**src/rtl/sf_pkg.sv**
```systemverilog
package sf_pkg;
   typedef enum logic [2:0] {
      OP_NONE  = 3'd0,
      OP_ADD   = 3'd1,
      OP_SUB   = 3'd2,
      OP_ADDC  = 3'd3,
      OP_SUBB  = 3'd4,
      OP_LOGIC = 3'd5
   } sf_op_e;

   localparam int BIT_C  = 0;
   localparam int BIT_DC = 1;
   localparam int BIT_Z  = 2;
   localparam int BIT_OV = 3;
   localparam int BIT_N  = 4;
   localparam int BIT_SZ = 5;
   localparam int BIT_RA = 6;
   localparam int BIT_DA = 7;
   localparam int ARITH_BITS = 6;
   localparam int STATUS_W   = 8;
endpackage

```
**src/rtl/sf_arith_flags.sv**
```systemverilog
module sf_arith_flags
   import sf_pkg::*;
#(
   parameter int DATA_W = 16,
   parameter int NIB_W  = 4
) (
   input  logic [2:0]            op_i,
   input  logic [DATA_W-1:0]     a_i,
   input  logic [DATA_W-1:0]     b_i,
   input  logic [DATA_W-1:0]     r_i,
   input  logic [ARITH_BITS-1:0] cur_i,
   output logic [ARITH_BITS-1:0] nxt_o
);
   localparam int MSB = DATA_W - 1;

   logic              is_sub, is_chain, is_arith, is_logic;
   logic [DATA_W-1:0] bx;
   logic [DATA_W-1:0] cin_vec;
   logic              c_out, ov, res_zero;

   always_comb begin
      is_sub   = (op_i == OP_SUB) || (op_i == OP_SUBB);
      is_chain = (op_i == OP_ADDC) || (op_i == OP_SUBB);
      is_arith = (op_i == OP_ADD) || (op_i == OP_SUB) || is_chain;
      is_logic = (op_i == OP_LOGIC);
      bx       = is_sub ? ~b_i : b_i;
   end

   // carry into each bit position, recovered from operands and result
   for (genvar k = 0; k < DATA_W; k++) begin : g_cin
      assign cin_vec[k] = a_i[k] ^ bx[k] ^ r_i[k];
   end

   always_comb begin
      c_out    = (a_i[MSB] & bx[MSB]) | ((a_i[MSB] ^ bx[MSB]) & ~r_i[MSB]);
      ov       = (a_i[MSB] == bx[MSB]) && (r_i[MSB] != a_i[MSB]);
      res_zero = (r_i == '0);
      nxt_o    = cur_i;
      if (is_arith) begin
         nxt_o[BIT_C]  = c_out;
         nxt_o[BIT_DC] = cin_vec[NIB_W];
         nxt_o[BIT_OV] = ov;
         nxt_o[BIT_N]  = r_i[MSB];
         if (is_chain) begin
            if (!res_zero) begin
               nxt_o[BIT_Z]  = 1'b0;
               nxt_o[BIT_SZ] = 1'b0;
            end
         end else begin
            nxt_o[BIT_Z]  = res_zero;
            nxt_o[BIT_SZ] = res_zero;
         end
      end else if (is_logic) begin
         nxt_o[BIT_N]  = r_i[MSB];
         nxt_o[BIT_Z]  = res_zero;
         nxt_o[BIT_SZ] = res_zero;
      end
   end
endmodule

```
**src/rtl/sf_loop_flags.sv**
```systemverilog
module sf_loop_flags (
   input  logic clk,
   input  logic rst_n,
   input  logic rpt_start_i,
   input  logic rpt_end_i,
   input  logic do_start_i,
   input  logic do_end_i,
   input  logic restore_i,
   input  logic ra_rst_i,
   input  logic da_rst_i,
   output logic ra_o,
   output logic da_o
);
   logic ra_save_q;

   always_ff @(posedge clk or negedge rst_n) begin
      if (!rst_n) begin
         ra_o      <= 1'b0;
         da_o      <= 1'b0;
         ra_save_q <= 1'b0;
      end else begin
         if (rpt_start_i) ra_save_q <= ra_o;
         if (restore_i) begin
            ra_o <= ra_rst_i;
            da_o <= da_rst_i;
         end else begin
            if (rpt_start_i)    ra_o <= 1'b1;
            else if (rpt_end_i) ra_o <= ra_save_q;
            if (do_start_i)     da_o <= 1'b1;
            else if (do_end_i)  da_o <= 1'b0;
         end
      end
   end
endmodule

```
**src/rtl/sf_shadow.sv**
```systemverilog
module sf_shadow #(
   parameter int WIDTH = 8
) (
   input  logic             clk,
   input  logic             rst_n,
   input  logic             push_i,
   input  logic [WIDTH-1:0] d_i,
   output logic [WIDTH-1:0] q_o
);
   always_ff @(posedge clk or negedge rst_n) begin
      if (!rst_n)      q_o <= '0;
      else if (push_i) q_o <= d_i;
   end
endmodule

```
**src/rtl/sf_status_unit.sv**
```systemverilog
module sf_status_unit
   import sf_pkg::*;
#(
   parameter int DATA_W = 16,
   parameter int NIB_W  = 4
) (
   input  logic              clk,
   input  logic              rst_n,
   input  logic [2:0]        op_i,
   input  logic [DATA_W-1:0] opa_i,
   input  logic [DATA_W-1:0] opb_i,
   input  logic [DATA_W-1:0] res_i,
   input  logic              rpt_start_i,
   input  logic              rpt_end_i,
   input  logic              do_start_i,
   input  logic              do_end_i,
   input  logic              push_i,
   input  logic              pop_i,
   output logic [7:0]        status_o,
   output logic              carry_o
);
   if (DATA_W < 8) begin : g_bad_w
      $error("DATA_W must be at least 8");
   end
   if (NIB_W < 1 || NIB_W >= DATA_W) begin : g_bad_nib
      $error("NIB_W must lie inside the data word");
   end

   logic [ARITH_BITS-1:0] arith_q, arith_nxt;
   logic [STATUS_W-1:0]   shadow_q;
   logic                  ra, da;

   sf_arith_flags #(.DATA_W(DATA_W), .NIB_W(NIB_W)) u_arith (
      .op_i (op_i),
      .a_i  (opa_i),
      .b_i  (opb_i),
      .r_i  (res_i),
      .cur_i(arith_q),
      .nxt_o(arith_nxt)
   );

   always_ff @(posedge clk or negedge rst_n) begin
      if (!rst_n)     arith_q <= '0;
      else if (pop_i) arith_q <= shadow_q[ARITH_BITS-1:0];
      else            arith_q <= arith_nxt;
   end

   sf_loop_flags u_loop (
      .clk        (clk),
      .rst_n      (rst_n),
      .rpt_start_i(rpt_start_i),
      .rpt_end_i  (rpt_end_i),
      .do_start_i (do_start_i),
      .do_end_i   (do_end_i),
      .restore_i  (pop_i),
      .ra_rst_i   (shadow_q[BIT_RA]),
      .da_rst_i   (shadow_q[BIT_DA]),
      .ra_o       (ra),
      .da_o       (da)
   );

   sf_shadow #(.WIDTH(STATUS_W)) u_shadow (
      .clk   (clk),
      .rst_n (rst_n),
      .push_i(push_i),
      .d_i   (status_o),
      .q_o   (shadow_q)
   );

   assign status_o = {da, ra, arith_q};
   assign carry_o  = arith_q[BIT_C];
endmodule

```
**config.mk**
```make
export PLATFORM = sky130hd
export DESIGN_NAME = sf_status_unit
export DESIGN_NICKNAME = d
export VERILOG_FILES = /design/src/rtl/sf_pkg.sv /design/src/rtl/sf_arith_flags.sv /design/src/rtl/sf_loop_flags.sv /design/src/rtl/sf_shadow.sv /design/src/rtl/sf_status_unit.sv
export SDC_FILE = /design/constraint.sdc
export NUM_CORES = 1
export LEC_CHECK = 0
export ABC_AREA = 1
export ABC_CLOCK_PERIOD_IN_PS = 900
export BUFFER_PORTS_ARGS = -buffer_cell sky130_fd_sc_hd__buf_2
export CORE_ASPECT_RATIO = 1.1
export CORE_MARGIN = 1
export CORE_UTILIZATION = 38
export CTS_BUF_LIST = sky130_fd_sc_hd__clkbuf_2 sky130_fd_sc_hd__clkbuf_4 sky130_fd_sc_hd__clkbuf_8
export DETAILED_ROUTE_END_ITERATION = 12
export GPL_TIMING_DRIVEN = 0
export PLACE_DENSITY = 0.77
export SYNTH_ARGS = -nofsm -noshare
export SYNTH_HDL_FRONTEND = slang
export SYNTH_SLANG_ARGS = --single-unit
```
**constraint.sdc**
```tcl
create_clock -name clk -period 0.9 [get_ports clk]
set_clock_uncertainty 0.15 [all_clocks]
set_input_delay 0.18 -clock clk [delete_from_list [all_inputs] [get_ports clk]]
set_output_delay 0.18 -clock clk [all_outputs]
set_load 0.02 [all_outputs]
```
==> Implementation_results.wiki <==
{| class="wikitable"
! Metric !! Value
|-
| Last weighted congestion value of the routability-driven placer || 0.785
|-
| Number of maximum-capacitance violations || 0
|-
| Syn avg cell area || 7.62 sq um
|-
| Share of power burned in combinational logic || 39.6%
|-
| Count of pins on the block boundary || 68
|-
| CTS tree || yes
|-
| Worst-case hold slack || -33.6 ps
|-
| Sequential share of the synthesized area || 42.3%
|-
| Violated checks || hold timing, setup timing
|-
| Count of input and output buffers || 38
|-
| Cell Area, Placed || 1280 sq um
|-
| Leakage power || 0.000819 uW
|-
| Number of global-route vias before repair || 1,075
|-
| Clk pin slew, worst setup/hold paths || 90 ps
|-
| Number of setup violations in the final report || 21
|-
| Highest Signal Layer || met4
|-
| CTS buffer count || 3
|-
| Total half-perimeter wirelength after legalization and detailed placement || 1660 um
|-
| Startpoint kind of the worst setup timing path || flip-flop
|-
| Average detailed-routed wire length per instance || 11.8 um
|-
| Wire length on met2 || 1450 um
|-
| Maximum achievable frequency || 779 MHz
|-
| Critical path data arrival time || 950 ps
|-
| Total die area || 2860 sq um
|-
| Total number of vias || 1,044
|-
| Slew @ Worst Pin || 367 ps
|-
| First-pass DRT Iterations || 4
|-
| Site Rows || 19
|-
| Worst vdd rail ir drop || 0.970 mV
|-
| Largest net degree at the start of global routing || 18
|-
| Cell Pwr Density || 1390 nW/um^2
|-
| Final-report max-slew violation count || 0
|-
| Crit path cell chain || buf_6 -> buf_6
|-
| Core Footprint || 2500 sq um
|-
| Length of routed met3 wiring || 121 um
|-
| Endpoint kind of the worst setup timing path || output port
|-
| Distinct cell type count after synthesis || 24
|-
| Setup repair after global routing missed its margin || true
|-
| Longest Clk Path Bufs || 2
|-
| Total internal power || 1550 uW
|-
| Maximum fanout count along the critical path || 3
|-
| Die boundary height || 56.0 um
|-
| Number of buffers added to fix hold violations after cts || 1
|-
| Setup total negative slack || -4100 ps
|-
| Net total in the final layout || 250
|-
| #FFs+latches synth || 17
|-
| Root Buffer || sky130_fd_sc_hd__clkbuf_4
|-
| Area overhead of the layout relative to synthesis || 63.3%
|-
| Commonest non-fill, non-tap cells in the layout || 26 x sky130_fd_sc_hd__buf_2, 20 x sky130_fd_sc_hd__nand2_1, 20 x sky130_fd_sc_hd__buf_6, 18 x sky130_fd_sc_hd__nor2_1, 16 x sky130_fd_sc_hd__dfrtp_1
|-
| Standard cell with the maximum stage delay on the critical path || sky130_fd_sc_hd__dfrtp_1
|-
| Most common library cell in the layout ignoring fill and taps || sky130_fd_sc_hd__buf_2
|-
| Count of antenna diodes in the layout || 0
|-
| Overflow left after global routing || 0
|-
| Net switching power || 726 uW
|-
| Crit path kind || flip-flop to output port
|-
| Instance count of the mapped netlist || 132
|-
| Routed Antenna Nets || 0
|-
| Finished Cell Area || 1640 sq um
|-
| Endpoints failing hold || 3
|-
| Fin worst setup slack || -384 ps
|-
| Hold/Removal Path Class || input pin to flip-flop
|-
| Cell seen most often among critical-path stages || sky130_fd_sc_hd__buf_6
|-
| Count of synthesis-stage warnings from yosys || 0
|-
| Minimum period implied by the final worst setup slack || 1280 ps
|-
| Antenna violations before repair || 0
|-
| Via density per instance || 4.75
|-
| Total routed wire length on the met1 layer || 1020 um
|-
| Total GRT Usage || 20.1%
|-
| H-Tree Depth || 1
|-
| Proportion of power drawn by the clock network || 18.3%
|-
| Share of total power in sequential cells || 42.1%
|-
| Pwr Total || 2280 uW
|-
| Clock tree sinks || 17
|-
| Wire length of the first global-routing pass || 4310 um
|-
| Maximum cell stage delay along the critical path || 430 ps
|-
| Run status || finished with violations
|-
| Horiz. Die Dim || 51.1 um
|-
| Sum of routed wire length over all layers || 2600 um
|-
| Starting density of the core || 40.3%
|-
| Proportion of layout cells with a drive suffix above 1 || 52.4%
|-
| CP top delay family || flip-flops
|-
| Worst slew slack as a fraction of its limit || 75.5%
|-
| Number of nets produced by synthesis || 192
|-
| Skew-Pair Late Insertion Delay || 280 ps
|-
| Total standard cell area after synthesis || 1010 sq um
|-
| Data required, critical path || 570 ps
|-
| # DRC || 0
|-
| Buffers plus inverters on the worst setup path || 2
|-
| Iter 0 DRT Violations || 17
|-
| Post-route fraction of the period consumed by the critical path || 143%
|-
| Fraction of power spent switching nets || 31.9%
|}
[layout make-up]
| type | instances | area, sq um |
|---|---|---|
| buffer | 5 | 53.8 |
| clock buffer | 4 | 30.0 |
| fill | 223 | 853 |
| inverter | 22 | 104 |
| multi-input combinational | 88 | 571 |
| sequential | 17 | 427 |
| tap | 31 | 38.8 |
| timing repair buffer | 53 | 419 |
[power by group through the flow]
| stage | Combinational, uW | Clock (uW) | Sequential [uW] |
|---|---|---|---|
| finish | 902 | 417 | 959 |
| global placement | 563 | 0 | 955 |
| floorplan | 318 | 0 | 1000 |
| global route | 985 | 467 | 973 |
| CTS | 789 | 438 | 954 |
| detailed placement | 582 | 0 | 961 |
[routing by layer]
metal	global-route usage (%)	vias up
met5	0	-
met4	7.14	0
met3	3.55	2
met2	35.9	37
met1	23.4	477
li1	-	528
[cells in the mapped netlist (all sizes together)]
library cell  count  area share [%]
nand2            30              11
nor2             23              11
inv              22             8.2
dfrtp            17              42
o21ai            13             6.5
a21oi             5             2.5
nand3             5             2.5
buf               4             3.4
a22oi             2             1.5
nand4             2             2.7
o211ai            2             1.5
a31oi             1            0.62
clkbuf            1            0.37
ha                1             1.2
mux2              1             1.1
nor3              1             1.6
or2               1            0.87
xor2              1            0.87
[cells by family (layout without fill, tap and decap cells)]
kind of cell               after synthesis  count (layout)  synth area share, %
DFF                                     17              17                 42.3
and+or+nand+nor                         62              62                 30.0
xor gates and xnor gates                 1               1                0.871
AOI/OAI and AO/OA                       23              23                 12.6
buffers and inverters                   27              84                 11.9
adders and majority gates                1               1                 1.24
muxes                                    1               1                 1.12
[state kept, by name, indices dropped and copies added, names as in the netlist]
| signal | cells |
|---|---|
| arith_q | 6 |
| u_loop.da_o | 1 |
| u_loop.ra_o | 1 |
| u_loop.ra_save_q | 1 |
| u_shadow.q_o | 8 |
[path summary, 6_finish.rpt]
check	startpoint	end	slack (ps)	cells after the start
setup / recovery	arith_q[0]	status_o[0]	-380	2
hold / removal	pop_i	u_loop.ra_o	-30	2
setup reg to reg	arith_q[3]	u_shadow.q_o[3]	-140	2
hold reg to reg	u_shadow.q_o[2]	u_shadow.q_o[2]	370	2
max in group asynchronous	rst_n	arith_q[3]	120	2
min in group asynchronous	rst_n	u_shadow.q_o[4]	190	2
[metrics by stage]
step / hold slack (ps) / utilization [%] / setup WS, ps / instances
global route: -47.5 / 65.8 / -486 / 220
floorplan: -266 / - / -447 / 132
finish: -33.6 / 65.8 / -384 / 220
global placement: -38.9 / 51.4 / -742 / 201
CTS: -56.4 / 60.7 / -395 / 215
detailed placement: -33.5 / 51.4 / -748 / 201
[what timing repair did]
item	CTS	global route
cloned	0	0
pin swaps	12	14
setup buffers	10	6
endpoints found under the hold margin	20	3
endpoints found under the setup margin	16	25
resized for setup	44	29
Note: power is estimated with default switching activity, not from simulation.
